[src/rtl/ptsb_pkg.sv]
package ptsb_pkg;
  localparam int NUM_DIR   = 2;
  localparam int NUM_CLASS = 3;
  localparam int HALF      = NUM_DIR * NUM_CLASS;
  localparam int NUM_CTR   = 2 * HALF;
  localparam int IDX_W     = $clog2(NUM_CTR);

  typedef enum logic [1:0] {
    KIND_POSTED  = 2'd0,
    KIND_NONPOST = 2'd1,
    KIND_CPL     = 2'd2,
    KIND_RSVD    = 2'd3
  } kind_e;

  typedef enum logic {
    DIR_IN  = 1'b0,
    DIR_OUT = 1'b1
  } dir_e;
endpackage

[src/rtl/ptsb_event_decode.sv]
module ptsb_event_decode
  import ptsb_pkg::*;
#(
  parameter int BYTE_W = 16,
  parameter int CNT_W  = 64
) (
  input  logic              fire,
  input  logic              dir,
  input  logic [1:0]        kind,
  input  logic [BYTE_W-1:0] bytes,
  output logic [NUM_CTR-1:0] inc,
  output logic [CNT_W-1:0]  amt [NUM_CTR]
);
  // Slot order: direction major, class minor; packet half first, byte half second.
  for (genvar d = 0; d < NUM_DIR; d++) begin : g_dir
    for (genvar k = 0; k < NUM_CLASS; k++) begin : g_cls
      localparam int SLOT = d * NUM_CLASS + k;
      logic match;
      assign match            = fire && (dir == 1'(d)) && (kind == 2'(k));
      assign inc[SLOT]        = match;
      assign inc[HALF + SLOT] = match;
      assign amt[SLOT]        = CNT_W'(1);
      assign amt[HALF + SLOT] = CNT_W'(bytes);
    end
  end
endmodule

[src/rtl/ptsb_reg_decode.sv]
module ptsb_reg_decode
  import ptsb_pkg::*;
#(
  parameter int ADDR_W = 8,
  parameter int CNT_W  = 64
) (
  input  logic              reg_en,
  input  logic              reg_we,
  input  logic [ADDR_W-1:0] reg_addr,
  input  logic [CNT_W-1:0]  reg_wdata,
  output logic              hit,
  output logic [IDX_W-1:0]  idx,
  output logic [NUM_CTR-1:0] clr
);
  localparam int SLOT_W = ADDR_W - 3;

  logic [SLOT_W-1:0] slot;
  logic              aligned;
  logic              zero_wr;

  assign slot    = reg_addr[ADDR_W-1:3];
  assign aligned = (reg_addr[2:0] == 3'd0);
  assign zero_wr = reg_en && reg_we && (reg_wdata == '0);

  // Offset 0x00 is slot 0; slot 1 (0x08) is a hole; slots 2..NUM_CTR map to 1..NUM_CTR-1.
  always_comb begin
    hit = 1'b0;
    idx = '0;
    if (aligned && slot == '0) begin
      hit = 1'b1;
    end else if (aligned && slot >= SLOT_W'(2) && slot <= SLOT_W'(NUM_CTR)) begin
      hit = 1'b1;
      idx = IDX_W'(slot - SLOT_W'(1));
    end
  end

  for (genvar i = 0; i < NUM_CTR; i++) begin : g_clr
    assign clr[i] = zero_wr && hit && (idx == IDX_W'(i));
  end
endmodule

[src/rtl/ptsb_counter.sv]
module ptsb_counter #(
  parameter int CNT_W = 64
) (
  input  logic             clk,
  input  logic             rst_n,
  input  logic             inc,
  input  logic [CNT_W-1:0] amt,
  input  logic             clr,
  output logic [CNT_W-1:0] cnt
);
  always_ff @(posedge clk or negedge rst_n) begin
    if (!rst_n)    cnt <= '0;
    else if (clr)  cnt <= '0;
    else if (inc)  cnt <= cnt + amt;
  end

  AST_CLEAR_WINS: assert property (@(posedge clk) disable iff (!rst_n)
    clr |=> (cnt == '0));

  AST_HOLD_IDLE: assert property (@(posedge clk) disable iff (!rst_n)
    (!clr && !inc) |=> $stable(cnt));

  AST_ADD_STEP: assert property (@(posedge clk) disable iff (!rst_n)
    (!clr && inc) |=> (cnt == CNT_W'($past(cnt) + $past(amt))));
endmodule

[src/rtl/pcie_txn_stats.sv]
module pcie_txn_stats
  import ptsb_pkg::*;
#(
  parameter int ADDR_W = 8,
  parameter int CNT_W  = 64,
  parameter int BYTE_W = 16
) (
  input  logic              clk,
  input  logic              rst_n,
  input  logic              ev_valid,
  output logic              ev_ready,
  input  logic              ev_dir,
  input  logic [1:0]        ev_kind,
  input  logic [BYTE_W-1:0] ev_bytes,
  input  logic              reg_en,
  input  logic              reg_we,
  input  logic [ADDR_W-1:0] reg_addr,
  input  logic [CNT_W-1:0]  reg_wdata,
  output logic [CNT_W-1:0]  reg_rdata
);
  logic               ready_q;
  logic               fire;
  logic [NUM_CTR-1:0] inc;
  logic [CNT_W-1:0]   amt [NUM_CTR];
  logic [NUM_CTR-1:0] clr;
  logic [CNT_W-1:0]   cnt [NUM_CTR];
  logic               hit;
  logic [IDX_W-1:0]   idx;
  logic [CNT_W-1:0]   rd_next;
  logic [CNT_W-1:0]   rdata_q;
  logic               rd_acc;

  always_ff @(posedge clk or negedge rst_n) begin
    if (!rst_n) ready_q <= 1'b0;
    else        ready_q <= 1'b1;
  end

  assign ev_ready = ready_q;
  assign fire     = ev_valid && ready_q;
  assign rd_acc   = reg_en && !reg_we;

  ptsb_event_decode #(.BYTE_W(BYTE_W), .CNT_W(CNT_W)) u_evdec (
    .fire  (fire),
    .dir   (ev_dir),
    .kind  (ev_kind),
    .bytes (ev_bytes),
    .inc   (inc),
    .amt   (amt)
  );

  ptsb_reg_decode #(.ADDR_W(ADDR_W), .CNT_W(CNT_W)) u_rdec (
    .reg_en    (reg_en),
    .reg_we    (reg_we),
    .reg_addr  (reg_addr),
    .reg_wdata (reg_wdata),
    .hit       (hit),
    .idx       (idx),
    .clr       (clr)
  );

  for (genvar i = 0; i < NUM_CTR; i++) begin : g_ctr
    ptsb_counter #(.CNT_W(CNT_W)) u_ctr (
      .clk   (clk),
      .rst_n (rst_n),
      .inc   (inc[i]),
      .amt   (amt[i]),
      .clr   (clr[i]),
      .cnt   (cnt[i])
    );
  end

  always_comb begin
    rd_next = '0;
    for (int i = 0; i < NUM_CTR; i++) begin
      if (hit && idx == IDX_W'(i)) rd_next = cnt[i];
    end
  end

  always_ff @(posedge clk or negedge rst_n) begin
    if (!rst_n)      rdata_q <= '0;
    else if (rd_acc) rdata_q <= rd_next;
  end

  assign reg_rdata = rdata_q;

  AST_READY_HELD: assert property (@(posedge clk) disable iff (!rst_n)
    ev_ready |=> ev_ready);

  AST_ONE_PKT_CLASS: assert property (@(posedge clk) disable iff (!rst_n)
    $onehot0(inc[HALF-1:0]));

  AST_RSVD_QUIET: assert property (@(posedge clk) disable iff (!rst_n)
    (ev_kind == KIND_RSVD) |-> (inc == '0));

  AST_ONE_CLEAR: assert property (@(posedge clk) disable iff (!rst_n)
    $onehot0(clr));

  AST_UNMAPPED_ZERO: assert property (@(posedge clk) disable iff (!rst_n)
    (rd_acc && !hit) |=> (reg_rdata == '0));

  AST_READ_HOLD: assert property (@(posedge clk) disable iff (!rst_n)
    !rd_acc |=> $stable(reg_rdata));
endmodule

[config.mk]
export PLATFORM = sky130hd
export DESIGN_NAME = pcie_txn_stats
export DESIGN_NICKNAME = d
export VERILOG_FILES = /design/src/rtl/ptsb_pkg.sv /design/src/rtl/ptsb_event_decode.sv /design/src/rtl/ptsb_reg_decode.sv /design/src/rtl/ptsb_counter.sv /design/src/rtl/pcie_txn_stats.sv
export SDC_FILE = /design/constraint.sdc
export NUM_CORES = 2
export LEC_CHECK = 0
export ABC_AREA = 1
export BUFFER_PORTS_ARGS = -buffer_cell sky130_fd_sc_hd__buf_2
export CAP_MARGIN = 20
export CORE_MARGIN = 2
export CORE_UTILIZATION = 30
export CTS_CLUSTER_SIZE = 25
export DETAILED_ROUTE_END_ITERATION = 8
export GPL_TIMING_DRIVEN = 0
export PLACE_DENSITY_LB_ADDON = 0.25
export SLEW_MARGIN = 20
export SYNTH_ARGS = -nofsm -noshare
export SYNTH_HDL_FRONTEND = slang
export SYNTH_SLANG_ARGS = --single-unit
[constraint.sdc]
create_clock -name clk -period 3.48 [get_ports clk]
set_input_delay 0 -clock clk [delete_from_list [all_inputs] [get_ports clk]]
set_output_delay 0 -clock clk [all_outputs]
set_load 0.05 [all_outputs]
==> results.cfg <==
[run_status]
run_status = complete, no violations

[synthesis]
syn_inst = 8807
avgSynthCellArea_sq_um = 6.65
synth_edf_count = 0
syn_nets = 9013
yosysUniqueCellTypes = 61
ys_seq_area_frac = 0.356
synth_top_flop_cell = dfrtp_1
ys_warn_count = 0
ys_async_sr_fraction = 1.00
ys_seq_elements = 833
mappedNetlistArea_sq_um = 58600

[cts]
worst_skew_pair.late_latency_ns = 0.81
cts_buffers = 107
cts_tree = built
cts_num_sinks = 833
cts_max_path_buffers = 3
htreeDepth = 3
clockRootBuffer = clkbuf_16
path_clk_slew_ns = 0.06

[setup_path]
worst_setup_path_start_kind = input pin
setup.worst_path.class = input pin to flop
path_max_fanout = 10
cp.arrival_ns = 4.15
end_kind = flop
reg2reg_depth = 12
r2r_start = ev_ready$_DFF_PN0_
cp.required_ns = 4.16
cp-startpoint = reg_addr[3]

[die]
die-area_sq_um = 199000
num_rows = 162
die_height_um = 446
ioPinCount = 161
die_w_um = 446
start_util = 0.301
coreArea_sq_um = 194000

[global_routing]
grt_pass1_vias = 61100
grtUsageTotal = 0.308
overflow = 0
grt_start_max_net_pins = 123
grt_pass1_wl_mm = 443
antenna_found_initial = 16

[placement]
dpl_cell_area_sq_um = 62800
dp.cells = 11500
hpwl_mm = 255
gp_congestion = 1.10
portBuffers = 160

[layout]
area_growth_pct = 14.6
multi_input_area_sq_um = 32600
mostFrequentLayoutCell = nand2_1
final_cell_area_sq_um = 67100
final_nets = 9321
nFillCells = 21100
finalNonFillerCells = 11800
seq_area_sq_um = 20800
drive_above_1_share = 0.0617
final_cell_mix = nand2_1 (1,984), nor2_1 (1,157), inv_1 (1,124)

[routing]
drcViolationCount = 0
dr_total_vias = 66100
drt_iter0_markers = 8967
routed_via_density = 5.63
ant_nets = 0
routed_wl_mm = 315
routedWlPerCell_um = 26.8
drtPass1Iterations = 9

[worst_hold_path]
hold_path_depth = 6
min_from = reg_en
hold_class = input pin to flop

[pwr]
powerDensity_nw_per_um2 = 479
pwr-share-seq = 0.377
netSwitchingFraction = 0.363
p_comb_frac = 0.235
p_total_mw = 32.1
power.internal_mw = 20.5
p_leak_nw = 29.6
vdd_drop_max_mv = 0.444
p_switching_mw = 11.7
pwr-share-clk = 0.389

[sta]
slew_violations = 0
fin_skew_ns = 0.0627
rsz0062_at_grt = no
finalHoldViolCount = 0
min_period_ns = 3.48
max_freq_mhz = 288
fin_crit_sh = 0.999
max_slew_margin = 0.216
setup_viol = 0
tightest_slew_ns = 1.18

[job]
max_cap_viol_count = 0
==> critical path: stages <==
cell,delay (ns)
buf_2,0.12
inv_1,0.18
ha_1,0.24
inv_1,0.07
nand3_1,0.06
nand2_1,0.11
nor2_1,0.22
o21ai_1,0.20
buf_2,0.25
inv_1,0.12
nor2_4,0.09
clkbuf_1,0.29
nand2_1,0.20
nand3_1,0.09
nor2_1,0.36
nand4_1,0.45
nor2_1,0.44
nand4_1,0.38
nand2_1,0.18
nand2_1,0.06
==> power by group through the flow <==
stage / Combinational [mW] / Clock, mW / Sequential (mW)
finish: 7.54 / 12.5 / 12.1
global route: 8.40 / 13.0 / 12.1
CTS: 7.35 / 12.6 / 12.0
detailed placement: 7.30 / 0 / 12.1
global placement: 7.22 / 0 / 12.2
floorplan: 5.03 / 0 / 11.5
==> registers in the layout, indices dropped and copies added (netlist names) <==
| register | count |
|---|---|
| g_ctr.u_ctr.cnt | 768 |
| reg_rdata | 64 |
| ev_ready | 1 |
==> synthesized netlist by cell type, types with 11 or more instances <==
master	n	area, sq um
a211oi_1	24	180
a21oi_1	669	3350
a31oi_1	23	144
buf_1	14	52.6
buf_2	53	265
clkbuf_1	146	548
dfrtp_1	833	20800
ha_1	104	1300
inv_1	1124	4220
inv_2	33	124
nand2_1	1986	7450
nand3_1	483	2420
nand3b_1	11	82.6
nand4_1	426	2670
nor2_1	1177	4420
nor2_2	23	144
nor3_1	476	2380
nor3_2	11	110
nor3b_1	23	173
nor4_1	181	1130
o21a_1	85	638
o21ai_0	489	2450
o21ai_1	20	100
o21bai_1	12	90.1
o31ai_1	45	338
xnor2_1	79	692
xor2_1	123	1080
==> routing by layer <==
layer,track usage,up-vias,routed length [um]
met5,0,-,21
met4,0.137,4,15400
met3,0.0687,562,33000
met2,0.447,3545,130000
met1,0.435,32000,136000
li1,-,30100,-
==> per-stage QoR <==
step                setup WS (ns)  TNS, ns  hold WS (ns)   util
floorplan                   0.938        0        -0.296      -
global placement           -17.66        -         0.461  0.322
detailed placement         -0.877  -192.04      -0.00894  0.323
CTS                       0.00662        0       0.00729  0.344
global route              0.00176        0        0.0861  0.345
finish                    0.00325        0        0.0460  0.345
==> area by class of cell <==
cell class,count,area share
Clock inverter,47,0.0111
Buffer,217,0.0138
Multi-Input combinational cell,6599,0.486
Inverter,1158,0.0648
Tap cell,2542,0.0474
Sequential cell,833,0.311
Timing Repair Buffer,199,0.0202
Antenna cell,7,0.000261
Clock buffer,152,0.0461
==> repair_timing <==
| action | CTS | global route |
|---|---|---|
| endpoints found under the hold margin | 340 | 0 |
| pin swaps | 2 | 12 |
| setup buffers | 4 | 7 |
| resized for setup | 6 | 56 |
| hold buffers | 18 | 0 |
| setup endpoints to repair | 20 | 112 |
==> cells by family after synthesis <==
family | count (synthesis) | share of synthesized area
flip-flops | 833 | 0.356
adder cells (fa/ha/maj) | 110 | 0.0243
buffers and inverters | 1375 | 0.0895
XOR/XNOR | 202 | 0.0302
other | 1 | 0.0000640
AO/OA/AOI/OAI | 1421 | 0.132
AND/OR/NAND/NOR | 4865 | 0.368
==> worst paths after layout <==
check	endpoint	slack, ns
worst max-delay path	reg_rdata[38]$_DFFE_PN0P_	0.003
worst min-delay path	g_ctr[11].u_ctr.cnt[43]$_DFFE_PN0P_	0.05
worst max register to register	g_ctr[1].u_ctr.cnt[54]$_DFFE_PN0P_	0.19
worst min register to register	g_ctr[11].u_ctr.cnt[44]$_DFFE_PN0P_	0.47
max in group asynchronous	g_ctr[11].u_ctr.cnt[45]$_DFFE_PN0P_	0.78
min in group asynchronous	g_ctr[2].u_ctr.cnt[29]$_DFFE_PN0P_	0.38
Note: power is estimated with default switching activity, not from simulation.
